==> src/rtl/pcc_pkg.sv <==
package pcc_pkg;

    typedef enum logic [1:0] {
        ST_IDLE   = 2'd0,
        ST_FILL   = 2'd1,
        ST_SCAN   = 2'd2,
        ST_HOLD   = 2'd3
    } pcc_state_e;

    typedef struct packed {
        logic [7:0] data;
        logic       valid;
    } slot_rd_t;

    function automatic logic [7:0] slot_step(input logic [7:0] idx, input int unsigned width);
        logic [7:0] mask;
        mask = 8'((1 << width) - 1);
        return (idx + 8'd1) & mask;
    endfunction

endpackage

==> src/rtl/pcc_page_latch.sv <==
module pcc_page_latch #(
    parameter int SLOTS = 16,
    parameter int IDX_W = 4
) (
    input  logic             clk,
    input  logic             rst,
    input  logic             clr,
    input  logic             wr_en,
    input  logic [IDX_W-1:0] wr_idx,
    input  logic [7:0]       wr_data,
    input  logic [IDX_W-1:0] rd_idx,
    output pcc_pkg::slot_rd_t rd,
    output logic             any_valid
);
    logic [7:0]       store [SLOTS];
    logic [SLOTS-1:0] vmask;

    always_ff @(posedge clk) begin
        if (rst || clr) begin
            vmask <= '0;
        end else if (wr_en) begin
            vmask[wr_idx] <= 1'b1;
        end
    end

    genvar g;
    generate
        for (g = 0; g < SLOTS; g++) begin : g_slot
            always_ff @(posedge clk) begin
                if (wr_en && wr_idx == IDX_W'(g)) begin
                    store[g] <= wr_data;
                end
            end
        end
    endgenerate

    always_comb begin
        rd.data  = store[rd_idx];
        rd.valid = vmask[rd_idx];
        any_valid = |vmask;
    end
endmodule

==> src/rtl/pcc_hold_timer.sv <==
module pcc_hold_timer #(
    parameter int TICKS = 1000
) (
    input  logic clk,
    input  logic rst,
    input  logic run,
    input  logic tick,
    output logic done
);
    localparam int CW = $clog2(TICKS + 1);
    logic [CW-1:0] cnt;

    always_ff @(posedge clk) begin
        if (rst || !run) begin
            cnt <= '0;
        end else if (tick) begin
            cnt <= cnt + CW'(1);
        end
    end

    assign done = run && tick && (cnt == CW'(TICKS - 1));
endmodule

==> src/rtl/page_commit_ctrl.sv <==
module page_commit_ctrl #(
    parameter int ADDR_W      = 11,
    parameter int PAGE_BYTES  = 16,
    parameter int WRITE_TICKS = 1000
) (
    input  logic              clk,
    input  logic              rst,
    input  logic              cmd_load,
    input  logic [ADDR_W-1:0] cmd_addr,
    input  logic              byte_vld,
    input  logic [7:0]        byte_data,
    input  logic              stop_evt,
    input  logic              wp,
    input  logic              low_supply,
    input  logic              tick,
    output logic              busy,
    output logic              mem_we,
    output logic [ADDR_W-1:0] mem_addr,
    output logic [7:0]        mem_wdata,
    output logic              wr_aborted
);
    import pcc_pkg::*;

    localparam int IDX_W = $clog2(PAGE_BYTES);
    localparam int HI_W  = ADDR_W - IDX_W;

    pcc_state_e       state;
    logic [HI_W-1:0]  page_hi;
    logic [IDX_W-1:0] fill_ptr;
    logic [IDX_W-1:0] scan_idx;
    logic             armed;
    logic             aborted_q;
    slot_rd_t         slot_rd;
    logic             any_valid;
    logic             hold_done;
    logic             latch_clr;
    logic             latch_we;
    logic             cancel;

    assign latch_clr = cmd_load && (state == ST_IDLE || state == ST_FILL);
    assign cancel    = wp && ((state == ST_FILL && (armed || byte_vld)) ||
                              state == ST_SCAN || state == ST_HOLD);
    assign latch_we  = (state == ST_FILL) && byte_vld && !cmd_load && !cancel && !stop_evt;

    pcc_page_latch #(.SLOTS(PAGE_BYTES), .IDX_W(IDX_W)) u_latch (
        .clk       (clk),
        .rst       (rst),
        .clr       (latch_clr),
        .wr_en     (latch_we),
        .wr_idx    (fill_ptr),
        .wr_data   (byte_data),
        .rd_idx    (scan_idx),
        .rd        (slot_rd),
        .any_valid (any_valid)
    );

    pcc_hold_timer #(.TICKS(WRITE_TICKS)) u_timer (
        .clk  (clk),
        .rst  (rst),
        .run  (state == ST_HOLD),
        .tick (tick),
        .done (hold_done)
    );

    always_ff @(posedge clk) begin
        if (rst) begin
            state     <= ST_IDLE;
            page_hi   <= '0;
            fill_ptr  <= '0;
            scan_idx  <= '0;
            armed     <= 1'b0;
            aborted_q <= 1'b0;
        end else begin
            case (state)
                ST_IDLE: begin
                    if (cmd_load) begin
                        page_hi   <= cmd_addr[ADDR_W-1:IDX_W];
                        fill_ptr  <= cmd_addr[IDX_W-1:0];
                        armed     <= 1'b0;
                        aborted_q <= 1'b0;
                        state     <= ST_FILL;
                    end
                end
                ST_FILL: begin
                    if (cmd_load) begin
                        page_hi   <= cmd_addr[ADDR_W-1:IDX_W];
                        fill_ptr  <= cmd_addr[IDX_W-1:0];
                        armed     <= 1'b0;
                        aborted_q <= 1'b0;
                    end else if (cancel) begin
                        aborted_q <= 1'b1;
                        armed     <= 1'b0;
                        state     <= ST_IDLE;
                    end else if (stop_evt) begin
                        armed    <= 1'b0;
                        scan_idx <= '0;
                        state    <= (any_valid && !low_supply) ? ST_SCAN : ST_IDLE;
                    end else if (byte_vld) begin
                        fill_ptr <= IDX_W'(slot_step(8'(fill_ptr), IDX_W));
                        armed    <= 1'b1;
                    end
                end
                ST_SCAN: begin
                    if (cancel) begin
                        aborted_q <= 1'b1;
                        state     <= ST_IDLE;
                    end else if (scan_idx == IDX_W'(PAGE_BYTES - 1)) begin
                        state <= ST_HOLD;
                    end else begin
                        scan_idx <= scan_idx + IDX_W'(1);
                    end
                end
                ST_HOLD: begin
                    if (cancel) begin
                        aborted_q <= 1'b1;
                        state     <= ST_IDLE;
                    end else if (hold_done) begin
                        state <= ST_IDLE;
                    end
                end
                default: state <= ST_IDLE;
            endcase
        end
    end

    assign busy       = (state == ST_SCAN) || (state == ST_HOLD);
    assign mem_we     = (state == ST_SCAN) && slot_rd.valid && !wp;
    assign mem_addr   = {page_hi, scan_idx};
    assign mem_wdata  = slot_rd.data;
    assign wr_aborted = aborted_q;
endmodule

==> config.mk <==
export PLATFORM = sky130hd
export DESIGN_NAME = page_commit_ctrl
export DESIGN_NICKNAME = d
export VERILOG_FILES = /design/src/rtl/pcc_pkg.sv /design/src/rtl/pcc_page_latch.sv /design/src/rtl/pcc_hold_timer.sv /design/src/rtl/page_commit_ctrl.sv
export SDC_FILE = /design/constraint.sdc
export NUM_CORES = 1
export LEC_CHECK = 0
export ABC_AREA = 0
export BUFFER_PORTS_ARGS = -buffer_cell sky130_fd_sc_hd__buf_2
export CORE_MARGIN = 1
export CORE_UTILIZATION = 59
export CTS_BUF_LIST = sky130_fd_sc_hd__clkbuf_2
export CTS_CLUSTER_DIAMETER = 80
export DETAILED_ROUTE_END_ITERATION = 16
export HOLD_SLACK_MARGIN = 0.12
export PLACE_DENSITY = 0.78
export SLEW_MARGIN = 10
export SYNTH_ARGS = -nofsm -noshare
export SYNTH_HDL_FRONTEND = slang
export SYNTH_HIERARCHICAL = 1
export SYNTH_SLANG_ARGS = --single-unit
==> constraint.sdc <==
create_clock -name clk -period 8.2 [get_ports clk]
set_input_delay 1.23 -clock clk [delete_from_list [all_inputs] [get_ports clk]]
set_output_delay 1.23 -clock clk [all_outputs]
set_load 0.01 [all_outputs]
# [Yosys cells after proc, flatten, opt, wreduce, memory -nomap -nowiden]
# Memory sizes are Yosys's and may differ from the RTL's. A register that Yosys moved wholly into a read port is not among the register bits.
# Index checks and enable logic that the tools add are counted.
# Widths: inputs -> output; s select.
[totals] ff_bits=45 latchBits=0 mem_bits_rw=128 rom_bits=0 input_bits=27 out_inout_bits=22 wordCells=232 memories=1
[op_classes] n_addsub=3 n_mul=0 div_mod_pow=0 order_cmp=3 n_eq_ne=33 shifts=0 n_mux=114 n_bitwise=1 n_reduce_logical=69
[mem_list] memory="u_latch.store" words=16 word_bits=8 read_ports=1 rd_clocked_by_memory_dff=1 wr=1 line_no="pcc_page_latch.sv:15" rtl="logic [7:0] store [SLOTS];"
[op_table] op="$mux 8" count=15
[op_table] op="$reduce_or 8->1" count=15
[op_table] op="$mux 4" count=27
[op_table] op="$mux 1" count=56
[op_table] op="$eq 4x4->1 const B" count=9
[op_table] op="$logic_and 1x1->1" count=29
[op_table] op="$mux 2" count=9
[op_table] op="$ne 3x3->1 const B" count=6
[op_table] op="$eq 4x3->1 const B" count=4
[op_table] op="$or 16x16->16" count=1
[op_table] op="$pmux 4 s2" count=2
[op_table] op="$reduce_or 16->1" count=1
[op_table] op="$ne 2x2->1 const B" count=6
[op_table] op="$add 10x1->10 const B" count=1
[op_table] op="$eq 10x10->1 const B" count=1
[op_table] op="$lt 4x5->1 const B" count=2
[op_table] op="$reduce_and 5->1" count=2
[op_table] op="$add 4x1->4 const B" count=2
[op_table] op="$eq 4x2->1 const B" count=2
[op_table] op="$pmux 2 s4" count=1
[op_table] op="$logic_or 1x1->1" count=7
[op_table] op="$logic_not 1->1" count=6
[op_table] op="$reduce_and 6->1" count=1
[op_table] op="$ne 5x5->1 const B" count=1
[op_table] op="other kinds (14)" count=17

# [Longest topological paths before layout]
# Gate-level depths: netlist of run 1.
[logic_depth] ltp_word=27 mapped_depth=9 depth_no_buf=8

# [By module]
# Netlist of run 1, hierarchy kept.
[modules_own_cells] module="pcc_page_latch" instances=1 cells_per_inst=272 area_per_inst_um2=5620.4 seq_area_each_um2=4164.0
[modules_own_cells] module="page_commit_ctrl" instances=1 cells_per_inst=124 area_per_inst_um2=992.2 seq_area_each_um2=380.4
[modules_own_cells] module="pcc_hold_timer" instances=1 cells_per_inst=53 area_per_inst_um2=484.2 seq_area_each_um2=200.2

# [Worst setup path after synthesis of run 1]
# OpenSTA, ideal clock, no wires.
[synth_path] path_type="input to register" from="input cmd_load" to="memory u_latch.store[4][0], enable pin" setup_time_ps=398 t_arrival_ps=3055 required_time_ps=7802 path_slack_ps=4747 stages=5 n_path_buf=1 path_cell_list="or3b_1 > buf_2 > nor2_1 > nand2_1 > nor4_1"
[synth_between] elab_chain_cells=23 word_cells_on_any_way=97 cone_classes="mux (62); reduce/logical (35)"
[synth_lines] item="start: declaration" line_no="page_commit_ctrl.sv:8" rtl="input logic cmd_load,"
[synth_lines] item="$logic_not 1->1 *" line_no="page_commit_ctrl.sv:43" rtl="assign latch_we = (state == ST_FILL) && byte_vld && !cmd_load && !cancel && !stop_evt;"
[synth_lines] item="$logic_and 1x1->1 * (3 in a row)" line_no="page_commit_ctrl.sv:43"
[synth_lines] item="net latch_we" line_no="page_commit_ctrl.sv:37" rtl="logic latch_we;"
[synth_lines] item="$logic_and 1x1->1" line_no="pcc_page_latch.sv:30" rtl="if (wr_en && wr_idx == IDX_W'(g)) begin"
[synth_lines] item="$mux 1" line_no="pcc_page_latch.sv:30"
[synth_lines] item="$mux 1 (implied by the code)" line_no="pcc_page_latch.sv:31" rtl="store[g] <= wr_data;"
[synth_lines] item="$reduce_or 8->1 (no source line)"
[synth_lines] item="$mux 4 (no source line) or $mux 1 (tied branches) (15 in a row)"
[synth_lines] item="end: declaration" line_no="pcc_page_latch.sv:15"
# Mark *: on every way through the listed nets, which the timed path passes. The rest lies on a longest branch.

==> results of run 1 <==
==> routing by layer <==
| metal | part of all wire (%) | wire (um) | GRT usage [%] | up-vias |
|---|---|---|---|---|
| met1 | 41 | 5670 | 29.2 | 2068 |
| met2 | 51 | 7130 | 41.0 | 142 |
| met3 | 5.1 | 703 | 5.55 | 29 |
| li1 | - | - | - | 1880 |
| met4 | 2.7 | 368 | 11.3 | 0 |
| met5 | 0 | 0 | 0 | - |
==> area by class of cell <==
cell class                      instances  area, um^2  area share, %
Inverter                                5        18.8          0.247
Multi-Input combinational cell        248        2200           28.9
Clock inverter                         14         100           1.32
Sequential cell                       173        4750           62.4
Tap cell                              143         179           2.35
Clock buffer                           17        85.1           1.12
Timing Repair Buffer                   53         278           3.65
==> critical path: stages (launching register included) <==
cell     delay [ns]
dfxtp_2        0.62
buf_4          0.53
mux4_1         0.66
a22oi_1        0.31
nand2_1        0.09
buf_2          0.14
==> cells by family (layout without fill, tap and decap cells) <==
group	Yosys count	count (layout)	share of synthesized area, %
AND/OR/NAND/NOR	117	117	8.87
AO/OA/AOI/OAI	83	83	7.83
flip-flops	173	173	66.9
XOR/XNOR	5	5	0.617
adder cells (fa/ha/maj)	3	3	0.529
buffers and inverters	28	89	2.57
multiplexers	40	40	12.7
==> through the flow <==
stage	util (%)	power, mW
3_5_place_dp	64.0	1.07
5_1_grt	65.8	1.46
3_3_place_gp	64.0	1.07
6_report	65.8	1.41
4_1_cts	65.6	1.42
2_1_floorplan	-	1.04
==> state kept, by name (all words and copies together), names as in the netlist <==
name and count:
u_latch/vmask 16, armed 1, state 2, u_timer/cnt 10
page_hi 7, scan_idx 4, fill_ptr 4, u_latch/store 128
wr_aborted 1
==> layout by cell type, fill, tap and decap left out, types with 3 or more instances in the layout <==
| cell type | n |
|---|---|
| edfxtp_1 | 128 |
| buf_2 | 48 |
| dfxtp_1 | 44 |
| nand2_1 | 35 |
| a21oi_1 | 23 |
| mux4_2 | 22 |
| a22oi_1 | 19 |
| nor2_1 | 18 |
| o21a_1 | 18 |
| clkbuf_2 | 17 |
| mux4_1 | 14 |
| o21ai_0 | 11 |
| clkinvlp_4 | 9 |
| nand2b_1 | 7 |
| nand3_1 | 6 |
| nor3_1 | 6 |
| nor4_1 | 6 |
| buf_4 | 5 |
| inv_1 | 4 |
| mux2i_1 | 4 |
| or3_1 | 4 |
| xor2_1 | 4 |
| nor2b_1 | 4 |
| nor3_2 | 4 |
| nand3b_1 | 3 |
| ha_1 | 3 |
| clkinv_2 | 3 |
| nand4_1 | 3 |
| nand3_2 | 3 |
| o31ai_1 | 3 |
| or4_1 | 3 |
==> where the power goes <==
| part | internal (mW) | switching (mW) |
|---|---|---|
| combinational | 0.0414 | 0.0522 |
| sequential | 0.945 | 0.0140 |
| clock | 0.0747 | 0.282 |
| total | 1.06 | 0.348 |
==> cells in the mapped netlist, types with 2 or more instances <==
library cell / n / share of area, %
nand2b_1: 7 / 0.62
mux4_2: 22 / 7.0
and2_1: 2 / 0.18
nand4_1: 3 / 0.26
dfxtp_1: 45 / 13
mux2i_1: 4 / 0.56
or4_1: 3 / 0.32
buf_4: 3 / 0.32
or3_1: 4 / 0.35
o21ai_0: 11 / 0.78
nor4_1: 8 / 0.71
a311oi_1: 2 / 0.25
nand3b_1: 3 / 0.32
o31ai_1: 3 / 0.32
xor2_1: 4 / 0.49
nand3_1: 6 / 0.42
inv_1: 4 / 0.21
buf_6: 3 / 0.48
nor3_1: 10 / 0.71
o21a_1: 18 / 1.9
nand2_1: 35 / 1.9
mux4_1: 14 / 5.2
buf_2: 6 / 0.42
nor2b_1: 4 / 0.35
edfxtp_1: 128 / 54
clkbuf_1: 6 / 0.32
a21oi_1: 23 / 1.6
and2_0: 2 / 0.18
ha_1: 3 / 0.53
a22oi_1: 19 / 2.0
nor2_1: 18 / 0.95
nand3_2: 3 / 0.42
==> how the worst max path moves through the flow <==
stage	startpoint	endpoint	slack, ns	cells past startpoint
6_report	scan_idx[0]$_SDFFE_PP0P_	mem_wdata[4]	3.88	5
3_5_place_dp	cmd_load	u_latch/store[1][7]$_DFFE_PP_	4.13	5
5_1_grt	scan_idx[0]$_SDFFE_PP0P_	mem_wdata[4]	3.64	5
2_1_floorplan	cmd_load	u_latch/store[4][0]$_DFFE_PP_	4.75	5
3_3_place_gp	cmd_load	u_latch/store[1][4]$_DFFE_PP_	4.42	5
4_1_cts	scan_idx[0]$_SDFFE_PP0P_	mem_wdata[4]	3.79	5
==> impl_metrics.tcl, run 1 <==
set metrics [dict create \
    initial_utilization_pct 61.4 \
    endpoint_kind "output port" \
    io_pins 49 \
    cp.arrival_ns 3.09 \
    rsz0062_at_grt "false" \
    period_needed_ns 4.32 \
    max_slew_margin_pct 20.8 \
    place_area_um2 7400 \
    ys_types 55 \
    antenna_cells 0 \
    rows 39 \
    path_clk_slew_ns 0.22 \
    synth_fp_nets 479 \
    cap_violations 0 \
    ys_seq_area_share_pct 66.9 \
    period_share_pct 52.7 \
    postLayoutSetupSlackWorst_ns 3.88 \
    root_buffer "clkbuf_2" \
    skew_ns 0.0190 \
    outcome "finished, violations left" \
    hp-class "reg -> reg" \
    numCtsBuffers 17 \
    p_per_area_nw_per_um2 185 \
    drt_wl_total_um 13900 \
    path_max_fanout 28 \
    stdcell_area_um2 7610 \
    fmax_mhz 232 \
    slew_violations 0 \
    cp.required_ns 6.97 \
    final_cells 653 \
    synthArstFlopShare_pct 0 \
    antenna_found_initial 0 \
    drc_errors 2 \
    place_inst 622 \
    final_nets 528 \
    ant_nets 0 \
    wl_per_cell_um 21.2 \
    ir_worst_vdd_mv 0.0972 \
    grt_pass1_wl_um 21900 \
    synth_warnings 6 \
    drive_gt1_share_pct 23.7 \
    power.leakage_nw 2.46 \
    io_buffer_count 48 \
    first_pass_iters 11 \
    grt_max_degree 41 \
    fillCellCount 821 \
    r2r_start "state[0]$_SDFFE_PP0P_" \
    ys_ff_latch 173 \
    core_area_um2 11600 \
    die_w_um 112 \
    tns_ns 0 \
    drt_iter0_drc 191 \
    cts_tree "yes" \
    reg2regPathDepth 4 \
    vias_per_cell 6.31 \
    hold_buffers 0 \
    max_slew.worst_pin.slew_ns 1.18 \
    clk_latency_ns 0.73 \
    synthCells 449 \
    htreeDepth 4 \
    fp.dieH_um 112 \
    syn2layout_area_growth_pct 7.21 \
    min_to "page_hi[5]$_SDFFE_PP0P_" \
    regToRegEndpoint "u_latch/store[3][1]$_DFFE_PP_" \
    synth.cell_area_um2 7100 \
    violations "DRC" \
    vias 4119 \
    hold_viol_final 0 \
    synth_edf_count 128 \
    cts.sinks 173 \
    grt.total_usage_pct 24.1 \
    cp-start-kind "flop" \
    path_class "reg -> out" \
    hold_depth 2 \
    place_congestion 0.829 \
    clock_path_buffers 2 \
    grt_overflow_total 0 \
    r2r_slack_ns 5.18 \
    hpwl_um 9320 \
    pre_cts_ws_ns 4.13 \
    grt_pass1_vias 4124 \
    setup_viol 0 \
    hold-worst-slack_ns 0.473 \
    dieArea_um2 12500 \
    cts_setup_buffers 0 \
    hold_path_startpoint "page_hi[5]$_SDFFE_PP0P_" \
    cts_resized 0 \
    avgSynthCellArea_um2 15.8 \
    synthFlopType "edfxtp_1" \
]
Power figures use the tool's default switching activity.
==> inputs of run 2 (changes only) <==
--- a/config.mk
+++ b/config.mk
@@ -5,7 +5,7 @@
 export SDC_FILE = /design/constraint.sdc
 export NUM_CORES = 1
 export LEC_CHECK = 0
-export ABC_AREA = 0
+export ABC_AREA = 1
 export BUFFER_PORTS_ARGS = -buffer_cell sky130_fd_sc_hd__buf_2
 export CORE_MARGIN = 1
 export CORE_UTILIZATION = 59
==> constraint.sdc (replaced) <==
create_clock -name clk -period 4.2 [get_ports clk]
set_input_delay 0.63 -clock clk [delete_from_list [all_inputs] [get_ports clk]]
set_output_delay 0.63 -clock clk [all_outputs]
set_load 0.01 [all_outputs]
==> run 2 against run 1 <==
Net effect: the flow now finishes without violations; synthesized cell count increased by 100%; sequential power up 100%; cell count increased by 74%; hold slack worse by 0.26 ns; setup slack lost 2.9 ns; utilization down 1.2 points; clock skew hardly changed; count of clock-buffer cells in the layout is the same; critical path depth rose by 4; combinational power increased to 6.7 times the previous value; highest routed layer unchanged; non-clock buffer count up 7; total power up 130%.
==> impl_metrics.tcl, run 2 <==
set metrics [dict create \
    outcome "complete, no violations" \
    fp.dieH_um 118 \
    worst-path-buf-inv 2 \
    rsz0062_at_grt "false" \
    grt_pass1_vias 5807 \
    io_pins 49 \
    yosysTopAreaCell "edfxtp_1" \
    critical_path.top_delay_family "buffers and inverters" \
    path_max_fanout 77 \
    root_buffer "clkbuf_2" \
    yosysMostFrequentCell "nand2_1" \
    cp.arrival_ns 2.63 \
    top_regs "u_latch/store (128), u_latch/vmask (16), u_timer/cnt (10)" \
    power.leakage_nw 3.73 \
    vias_per_cell 5.37 \
    avgSynthCellArea_um2 8.89 \
    comb_power_share_pct 18.9 \
    synthFlopType "edfxtp_1" \
    clock_path_buffers 2 \
    cts.sinks 173 \
    path_class "reg -> out" \
    grt.total_usage_pct 27.1 \
    p_sw_share_pct 31.2 \
    max_slew.worst_pin.slew_ns 0.836 \
    htreeDepth 4 \
    wl_per_cell_um 15.7 \
    fmax_mhz 306 \
    ys_seq_area_share_pct 59.4 \
    synthArstFlopShare_pct 0 \
    skew_ns 0.0195 \
    cp-start-kind "flop" \
    endpoint_kind "output port" \
    tns_ns 0 \
    setup_viol 0 \
    period_needed_ns 3.26 \
    max_stage_delay_ns 0.65 \
    slew_violations 0 \
    cts_resized 0 \
    ant_nets 0 \
    cts_setup_buffers 0 \
    synth_top_area_share_pct 48.1 \
    initial_utilization_pct 60.3 \
    r2r_slack_ns 1.77 \
    p_per_area_nw_per_um2 385 \
    hold_depth 4 \
    reg2regPathDepth 9 \
    hpwl_um 11000 \
    cp.depth 9 \
    core_area_um2 13200 \
    drc_errors 0 \
    vias 6097 \
    cap_violations 0 \
    final_nets 977 \
    drt_wl_total_um 17900 \
    postLayoutSetupSlackWorst_ns 0.937 \
    cpMaxStageDelayCell "buf_4" \
    layout_common_cells "nand2_1 (244), inv_1 (155), nand3_1 (130), edfxtp_1 (128), nor2_1 (61)" \
    power.share.sequential_pct 58.6 \
    rows 42 \
    synth_area_leaders "edfxtp_1 (48%), nand2_1 (11%), dfxtp_1 (11%)" \
    internal_power_mw 2.26 \
    dieArea_um2 14000 \
    antenna_cells 0 \
    cts_tree "yes" \
    path_clk_slew_ns 0.20 \
    largest_reg_flops 128 \
    first_pass_iters 6 \
    hold_viol_final 0 \
    ir_worst_vdd_mv 0.321 \
    cp.required_ns 3.57 \
    synth_warnings 6 \
    io_buffer_count 48 \
    final_common_cell "nand2_1" \
    grt_pass1_wl_um 28700 \
    power_switching_mw 1.03 \
    synthCells 899 \
    numCtsBuffers 17 \
    syn2layout_area_growth_pct 7.10 \
    drive_gt1_share_pct 12.6 \
    period_share_pct 77.7 \
    pre_cts_ws_ns 1.59 \
    grt_overflow_total 0 \
    max_slew_margin_pct 44.3 \
    synth.cell_area_um2 7990 \
    die_w_um 118 \
    synth_common_cells "nand2_1 (244), inv_1 (155), nand3_1 (130)" \
    hp-class "in -> reg" \
    clk_latency_ns 0.72 \
    synth_edf_count 128 \
    fillCellCount 1131 \
    regMostFlops "u_latch/store" \
    synth_fp_nets 929 \
    path_cells "buf_4, nand2_1, nand3_1, nand3_1, nand3_1, nand2_1, nand2_1, nor2_1, buf_2" \
    drt_iter0_drc 660 \
    antenna_found_initial 0 \
    grt_max_degree 78 \
    place_congestion 0.842 \
    ys_types 33 \
    clkPwrFrac_pct 22.5 \
    ys_ff_latch 173 \
]
run 2: cell count changes after synthesis, sizes merged, moves of 5 or more:
| cell | previous run | this run |
|---|---|---|
| o21a | 18 | 0 |
| a22oi | 19 | 0 |
| nor2 | 18 | 74 |
| mux4 | 36 | 0 |
| buf | 14 | 26 |
| o21ai | 11 | 23 |
| nand3 | 9 | 131 |
| nand2b | 7 | 0 |
| inv | 4 | 165 |
| nor3 | 10 | 5 |
| nand4 | 3 | 9 |
| nand2 | 36 | 252 |
run 2: layer usage:
metal	track usage (%)	wire length [um]	part of all wire [%]
met1	35.4	7500	42
met3	4.68	1290	7.2
met5	0	0	0
met4	12.8	439	2.5
met2	44.2	8630	48
run 2: cells by family after synthesis:
kind of cell	after synthesis	synth area share (%)
AOI/OAI and AO/OA	45	2.88
adders and majority gates	3	0.470
buffers and inverters	198	10.3
and+or+nand+nor	479	26.8
xor gates and xnor gates	1	0.110
DFF	173	59.4
run 2: repair_timing:
| action | CTS | global route |
|---|---|---|
| hold endpoints to repair | 8 | 0 |
| hold buffers | 8 | 0 |
| setup endpoints to repair | 0 | 0 |
run 2: final cells by class:
cell class	instances	area, um^2	area share (%)
repair buffers	60	350	4.10
multi-input cells	528	2420	28.3
clock inverters	14	104	1.21
flip-flops and latches	173	4750	55.5
well taps	176	220	2.57
clock buffers	17	85.1	0.995
inverters	167	629	7.36
run 2: final timing paths:
kind,from,endpoint
max,scan_idx[0]$_SDFFE_PP0P_,mem_we
min,stop_evt,scan_idx[2]$_SDFFE_PP0P_
max reg2reg,state[1]$_SDFFE_PP0P_,u_latch/store[7][1]$_DFFE_PP_
min reg2reg,armed$_SDFFE_PP0P_,armed$_SDFFE_PP0P_
run 2: worst register-to-register path, stage by stage (launching register included):
cell	delay (ns)
dfxtp_1	0.42
inv_2	0.16
nand2_4	0.10
nor2_4	0.20
nand4_1	0.17
inv_1	0.16
inv_2	0.11
nor2_1	0.12
inv_1	0.08
nor2_1	0.59
run 2: per-stage QoR:
stage                     instances  hold WS [ns]  area [um^2]  power [mW]  util, %
after global placement         1096         0.451         8290        2.56     62.6
after global routing           1135         0.160         8550        3.45     64.6
after CTS                      1135         0.135         8550        3.31     64.6
final                          1135         0.211         8550        3.29     64.6
after floorplan                 899         0.439         7990        2.42        -
after detailed placement       1096         0.462         8290        2.57     62.6
run 2: power by group through the flow:
| stage | sequential (mW) | clock, mW | combinational (mW) |
|---|---|---|---|
| floorplan | 1.96 | 0 | 0.459 |
| global placement | 1.96 | 0 | 0.603 |
| detailed placement | 1.96 | 0 | 0.611 |
| CTS | 1.93 | 0.765 | 0.619 |
| global route | 1.93 | 0.819 | 0.697 |
| finish | 1.93 | 0.740 | 0.623 |
